==> config.mk <==
export PLATFORM = sky130hd
export DESIGN_NAME = cstp_wrap
export DESIGN_NICKNAME = d
export VERILOG_FILES = /design/src/rtl/cstp_pkg.sv /design/src/rtl/cstp_cut.sv /design/src/rtl/cstp_ring.sv /design/src/rtl/cstp_ctl.sv /design/src/rtl/cstp_wrap.sv
export SDC_FILE = /design/constraint.sdc
export NUM_CORES = 1
export LEC_CHECK = 0
export BUFFER_PORTS_ARGS = -buffer_cell sky130_fd_sc_hd__buf_2
export CAP_MARGIN = 20
export CORE_ASPECT_RATIO = 1.25
export CORE_MARGIN = 1.5
export CORE_UTILIZATION = 56
export CTS_CLUSTER_DIAMETER = 80
export DETAILED_ROUTE_END_ITERATION = 8
export PLACE_DENSITY = 0.85
export SETUP_SLACK_MARGIN = 0.02
export SLEW_MARGIN = 10
export SYNTH_ARGS = -nofsm -noshare
export SYNTH_HDL_FRONTEND = slang
export SYNTH_SLANG_ARGS = --single-unit
==> constraint.sdc <==
create_clock -name clk -period 8.8 [get_ports clk]
set_input_delay 1.76 -clock clk [delete_from_list [all_inputs] [get_ports clk]]
set_output_delay 1.76 -clock clk [all_outputs]
set_load 0.01 [all_outputs]
==> src/rtl/cstp_pkg.sv <==
package cstp_pkg;
  typedef enum logic [1:0] {
    CTL_IDLE = 2'd0,
    CTL_RUN  = 2'd1,
    CTL_DONE = 2'd2
  } ctl_state_e;
endpackage

==> src/rtl/cstp_cut.sv <==
// Circuit under test: ripple adder with a stuck-at override on one sum bit.
module cstp_cut #(
  parameter int unsigned W = 4,
  localparam int unsigned SEL_W = (W > 1) ? $clog2(W) : 1
) (
  input  logic [W-1:0]     a_i,
  input  logic [W-1:0]     b_i,
  input  logic             cin_i,
  input  logic             flt_en_i,
  input  logic [SEL_W-1:0] flt_sel_i,
  input  logic             flt_val_i,
  output logic [W-1:0]     sum_o,
  output logic             cout_o
);
  logic [W:0] total;

  always_comb begin
    total = {1'b0, a_i} + {1'b0, b_i} + {{W{1'b0}}, cin_i};
  end

  assign cout_o = total[W];

  for (genvar i = 0; i < W; i++) begin : g_bit
    assign sum_o[i] = (flt_en_i && (flt_sel_i == SEL_W'(i))) ? flt_val_i : total[i];
  end
endmodule

==> src/rtl/cstp_ring.sv <==
// Closed ring of cells: pattern source for the adder and response compactor.
module cstp_ring #(
  parameter int unsigned W = 4,
  parameter logic [W-1:0] DEF_SEED = 4'b1001
) (
  input  logic         clk,
  input  logic         rst_n,
  input  logic         load_i,
  input  logic         step_i,
  input  logic [W-1:0] seed_i,
  input  logic [W-1:0] sum_i,
  input  logic         cout_i,
  output logic [W-1:0] ring_o,
  output logic [W-1:0] opa_o,
  output logic [W-1:0] opb_o,
  output logic         ocin_o
);
  localparam int unsigned ROT = W / 2;

  logic [W-1:0] ring_q, ring_d, fold, seed_ok;
  logic         ring_en;

  assign seed_ok = (seed_i == '0) ? DEF_SEED : seed_i;

  for (genvar i = 0; i < W; i++) begin : g_cell
    if (i == W - 1) begin : g_last
      assign fold[i] = ring_q[(i + W - 1) % W] ^ sum_i[i] ^ cout_i;
    end else begin : g_mid
      assign fold[i] = ring_q[(i + W - 1) % W] ^ sum_i[i];
    end
    assign opb_o[i] = ring_q[(i + ROT) % W];
  end

  assign opa_o  = ring_q;
  assign ocin_o = ~ring_q[0];
  assign ring_o = ring_q;

  assign ring_en = load_i | step_i;

  always_comb begin
    ring_d = ring_q;
    if (load_i)      ring_d = seed_ok;
    else if (step_i) ring_d = fold;
  end

  always_ff @(posedge clk or negedge rst_n) begin
    if (!rst_n)       ring_q <= DEF_SEED;
    else if (ring_en) ring_q <= ring_d;
  end

  AST_SEED_NONZERO: assert property (@(posedge clk) disable iff (!rst_n)
    load_i |=> (ring_q != '0));
  AST_RING_HOLD: assert property (@(posedge clk) disable iff (!rst_n)
    (!load_i && !step_i) |=> $stable(ring_q));
endmodule

==> src/rtl/cstp_ctl.sv <==
// Run sequencer: start acceptance, step counter, completion and compare.
module cstp_ctl
  import cstp_pkg::*;
#(
  parameter int unsigned W     = 4,
  parameter int unsigned CNT_W = 16
) (
  input  logic             clk,
  input  logic             rst_n,
  input  logic             start_i,
  input  logic             bist_en_i,
  input  logic [CNT_W-1:0] cycles_i,
  input  logic [W-1:0]     sig_i,
  input  logic [W-1:0]     golden_i,
  output logic             load_o,
  output logic             step_o,
  output logic             run_o,
  output logic             done_o,
  output logic             pass_o
);
  ctl_state_e       st_q, st_d;
  logic [CNT_W-1:0] cnt_q, cnt_d;
  logic             pass_q, pass_d;
  logic             cnt_en;

  assign run_o  = (st_q == CTL_RUN);
  assign load_o = start_i && bist_en_i && !run_o;
  assign step_o = run_o && (cnt_q != '0);
  assign cnt_en = load_o | step_o;
  assign done_o = (st_q == CTL_DONE);
  assign pass_o = pass_q;

  always_comb begin
    st_d   = st_q;
    cnt_d  = cnt_q;
    pass_d = pass_q;
    unique case (st_q)
      CTL_RUN: begin
        if (cnt_q == '0) begin
          st_d   = CTL_DONE;
          pass_d = (sig_i == golden_i);
        end else begin
          cnt_d = cnt_q - CNT_W'(1);
        end
      end
      default: begin
        if (load_o) begin
          st_d   = CTL_RUN;
          cnt_d  = cycles_i;
          pass_d = 1'b0;
        end
      end
    endcase
  end

  always_ff @(posedge clk or negedge rst_n) begin
    if (!rst_n) begin
      st_q   <= CTL_IDLE;
      pass_q <= 1'b0;
    end else begin
      st_q   <= st_d;
      pass_q <= pass_d;
    end
  end

  always_ff @(posedge clk or negedge rst_n) begin
    if (!rst_n)      cnt_q <= '0;
    else if (cnt_en) cnt_q <= cnt_d;
  end

  AST_CNT_DOWN: assert property (@(posedge clk) disable iff (!rst_n)
    step_o |=> (run_o && cnt_q == $past(cnt_q) - CNT_W'(1)));
  AST_DONE_AT_ZERO: assert property (@(posedge clk) disable iff (!rst_n)
    (run_o && cnt_q == '0) |=> (done_o && !run_o));
  AST_START_IGNORED: assert property (@(posedge clk) disable iff (!rst_n)
    (run_o && start_i && cnt_q != '0) |=> (run_o && cnt_q == $past(cnt_q) - CNT_W'(1)));
  AST_RESULT_HELD: assert property (@(posedge clk) disable iff (!rst_n)
    (done_o && !load_o) |=> (done_o && $stable(pass_o)));
  AST_DONE_NOT_RUN: assert property (@(posedge clk) disable iff (!rst_n)
    !(done_o && run_o));
endmodule

==> src/rtl/cstp_wrap.sv <==
// Top: reset synchroniser, operand selection, ring, adder and sequencer.
module cstp_wrap #(
  parameter int unsigned  W        = 4,
  parameter int unsigned  CNT_W    = 16,
  parameter logic [W-1:0] DEF_SEED = 4'b1001,
  localparam int unsigned SEL_W    = (W > 1) ? $clog2(W) : 1
) (
  input  logic             clk,
  input  logic             rst_n,
  input  logic             bist_en,
  input  logic             start,
  input  logic [W-1:0]     seed,
  input  logic [CNT_W-1:0] cycles,
  input  logic [W-1:0]     golden,
  input  logic [W-1:0]     op_a,
  input  logic [W-1:0]     op_b,
  input  logic             cin,
  input  logic             flt_en,
  input  logic [SEL_W-1:0] flt_sel,
  input  logic             flt_val,
  output logic [W-1:0]     sum_out,
  output logic             cout,
  output logic [W-1:0]     signature,
  output logic             done,
  output logic             pass
);
  logic [1:0]   rst_sync_q;
  logic         rst_sync_n;
  logic         load, step, run;
  logic [W-1:0] ring_a, ring_b, cut_a, cut_b, cut_sum;
  logic         ring_cin, cut_cin, cut_cout;

  always_ff @(posedge clk or negedge rst_n) begin
    if (!rst_n) rst_sync_q <= 2'b00;
    else        rst_sync_q <= {rst_sync_q[0], 1'b1};
  end
  assign rst_sync_n = rst_sync_q[1];

  assign cut_a   = run ? ring_a   : op_a;
  assign cut_b   = run ? ring_b   : op_b;
  assign cut_cin = run ? ring_cin : cin;

  cstp_cut #(.W(W)) i_cut (
    .a_i       (cut_a),
    .b_i       (cut_b),
    .cin_i     (cut_cin),
    .flt_en_i  (flt_en),
    .flt_sel_i (flt_sel),
    .flt_val_i (flt_val),
    .sum_o     (cut_sum),
    .cout_o    (cut_cout)
  );

  cstp_ring #(.W(W), .DEF_SEED(DEF_SEED)) i_ring (
    .clk    (clk),
    .rst_n  (rst_sync_n),
    .load_i (load),
    .step_i (step),
    .seed_i (seed),
    .sum_i  (cut_sum),
    .cout_i (cut_cout),
    .ring_o (signature),
    .opa_o  (ring_a),
    .opb_o  (ring_b),
    .ocin_o (ring_cin)
  );

  cstp_ctl #(.W(W), .CNT_W(CNT_W)) i_ctl (
    .clk       (clk),
    .rst_n     (rst_sync_n),
    .start_i   (start),
    .bist_en_i (bist_en),
    .cycles_i  (cycles),
    .sig_i     (signature),
    .golden_i  (golden),
    .load_o    (load),
    .step_o    (step),
    .run_o     (run),
    .done_o    (done),
    .pass_o    (pass)
  );

  assign sum_out = cut_sum;
  assign cout    = cut_cout;

  AST_IDLE_OPERANDS: assert property (@(posedge clk) disable iff (!rst_sync_n)
    (!run && !flt_en) |-> ({cout, sum_out} == ({1'b0, op_a} + {1'b0, op_b} + {4'b0, cin})));
  AST_RUN_OPERAND_A: assert property (@(posedge clk) disable iff (!rst_sync_n)
    run |-> (cut_a == signature));
endmodule

==> out/metrics.cfg <==
[run_status]
status = finished clean

[yosys]
synth-edff-count = 0
syn_area_um2 = 1857
synth_cells = 212
ys_seq_area_frac = 0.3383
ys.flop_type = dfrtp_1
yosys_warnings = 0
synth_common_cells = 27 x nand2_1, 23 x dfrtp_1, 17 x nor2_1
avgSynthCellArea_um2 = 8.758
yosys-top-cells-area = dfrtp_1 31%, nand2_1 5.5%, o2bb2ai_1 3.8%
yosysTopAreaCellShare = 0.3100
yosysMostFrequentCell = nand2_1
yosysTopAreaCell = dfrtp_1
synth.distinct_cells = 52
syn_nets = 260
ys_seq_elements = 25
synthArstFlopShare = 1.000

[floorplan]
start_util = 0.5813
num_io_pins = 52
die-width_um = 54.50
fp.coreArea_um2 = 3194
dieArea_um2 = 3672
die-height_um = 67.38
core.rowCount = 23

[timing]
tightest_slew_ps = 924.9
fin_crit_ps = 5196
finClkSkew_ps = 9.868
rsz0062_at_grt = no
post-route-period-util = 0.5904
max_slew_margin = 0.3834
fmax_mhz = 192.5
fin_tns_setup_ps = 0
setup_viol = 0
fin_hold_ws_ps = 360.1
finalHoldViolCount = 0
timing.final.max_slew_violations = 0

[cells_and_area]
final_design_area_no_fill_um2 = 2183
drive_gt1_frac = 0.2731
fillers = 295
nets = 309
antenna_cells = 0
area_delta_synth_final_pct = 17.59
final_util = 0.6835

[global_route]
grt_usage = 0.2864
use_met1 = 0.2914
first_global_vias = 1796
grt-ovfl-total = 0
grt_use_met2 = 0.5693
busiest_layer = met2
grt_pass1_wl_um = 7672
antenna_found_initial = 0
grt_use_met3 = 0.03761
grt_max_degree = 38

[cts]
cts-root-to-sink-buffers = 2
clockRootBuffer = clkbuf_8
clock-sinks = 25
ctsResizeCount = 0
clk_pin_slew_ps = 80
htreeDepth = 1
cts_tree = yes
numCtsBuffers = 3
cts_setup_buffers = 0
insertion_delay_ps = 270
ctsHoldBuffers = 0

[job]
drv_cap = 0

[worst_setup_path]
crit_path_start_kind = primary input
crit_required_ps = 7040
crit_arrival_ps = 3440
path_max_fanout = 2
endpoint_kind = output port
path_class = primary input to output port

[placement]
dp_hpwl_um = 3735
place_area_um2 = 2137
gp_congestion = 0.7998
portBuffers = 51

[route]
dr_total_vias = 1862
vias_per_cell = 6.269
drc = 0
post_drt_wl_per_cell_um = 16.36
wl_um = 4859
ant_nets = 0
firstDrtPassIters = 4
drt-initial-drc-count = 72

[power_and_ir_drop]
p_total_w = 0.0007597
ir_worst_vdd_v = 0.0002498
p_leak_nw = 0.9998
p_per_area_nw_per_um2 = 348.0

[worst_hold_path]
hp-class = register to register

## cell type report
| type | instances | area (um^2) | share of cell area |
|---|---|---|---|
| multi-input combinational | 171 | 1162 | 0.5324 |
| sequential | 25 | 628.1 | 0.2877 |
| timing repair buffer | 54 | 277.8 | 0.1272 |
| tap | 37 | 46.29 | 0.02120 |
| clock buffer | 3 | 41.29 | 0.01891 |
| inverter | 6 | 22.52 | 0.01032 |
| clock inverter | 1 | 5.005 | 0.002292 |
## flip-flops by register name (all words and copies together), names as in the netlist
register and count:
i_ctl.cnt_q 16, i_ctl.pass_o 1, i_ctl.st_q 2, i_ring.opa_o 4
rst_sync_q 2
## worst paths after layout
path / startpoint / to / slack, ps / depth (start not counted)
min in group asynchronous: rst_sync_q[1] / i_ctl.cnt_q[12] / 380 / 0
max in group asynchronous: rst_n / rst_sync_q[1] / 7450 / 1
worst max-delay path: op_a[0] / sum_out[2] / 3600 / 7
worst min-delay path: rst_sync_q[0] / rst_sync_q[1] / 360 / 0
worst max register to register: i_ctl.st_q[1] / i_ring.opa_o[3] / 5920 / 10
worst min register to register: rst_sync_q[0] / rst_sync_q[1] / 360 / 0
## metrics by stage
stage / setup WS (ps) / instances
after CTS: 3618 / 297
final: 3604 / 297
after global placement: 3674 / 293
after floorplan: 3869 / 212
after global routing: 3564 / 297
after detailed placement: 3618 / 293
## cell families after synthesis
logic type	Yosys count	share of synthesized area
AND/OR/NAND/NOR	84	0.2446
AO/OA/AOI/OAI	64	0.2406
flip-flops	25	0.3383
buffers and inverters	16	0.03571
XOR/XNOR	9	0.04987
adder cells (fa/ha/maj)	7	0.05526
multiplexers	6	0.03369
other	1	0.002020
## critical path: stages
cell	delay, ps
buf_2	70
a21boi_0	100
fa_1	490
fa_1	420
xor2_1	180
mux2i_1	240
buf_2	180
## routing by layer
| metal | vias to the layer above | wire, um |
|---|---|---|
| met5 | - | 0 |
| met1 | 905 | 1798 |
| met2 | 68 | 2742 |
| met3 | 9 | 235 |
| met4 | 0 | 83 |
| li1 | 880 | - |
## where the power goes
part           internal, W  leakage, nW  switching (W)
Sequential        0.000170        0.294      0.0000682
Clock            0.0000317       0.0255      0.0000360
Combinational     0.000216        0.681       0.000238
Total             0.000418         1.00       0.000342
## placed cells by master, fill, tap and decap left out, drive strengths merged, types with 3 or more instances in the layout
| cell type | instances |
|---|---|
| o21ai | 14 |
| clkbuf | 3 |
| a21oi | 8 |
| mux2i | 4 |
| nand3 | 6 |
| o2bb2ai | 8 |
| buf | 54 |
| o22a | 3 |
| nor2 | 17 |
| a22oi | 8 |
| o211ai | 3 |
| ha | 5 |
| inv | 6 |
| a31oi | 4 |
| nor2b | 3 |
| dfrtp | 23 |
| xor2 | 6 |
| nor3 | 12 |
| nand2 | 27 |
| nor4 | 3 |
| o22ai | 6 |
(Power assumes the default switching activity.)
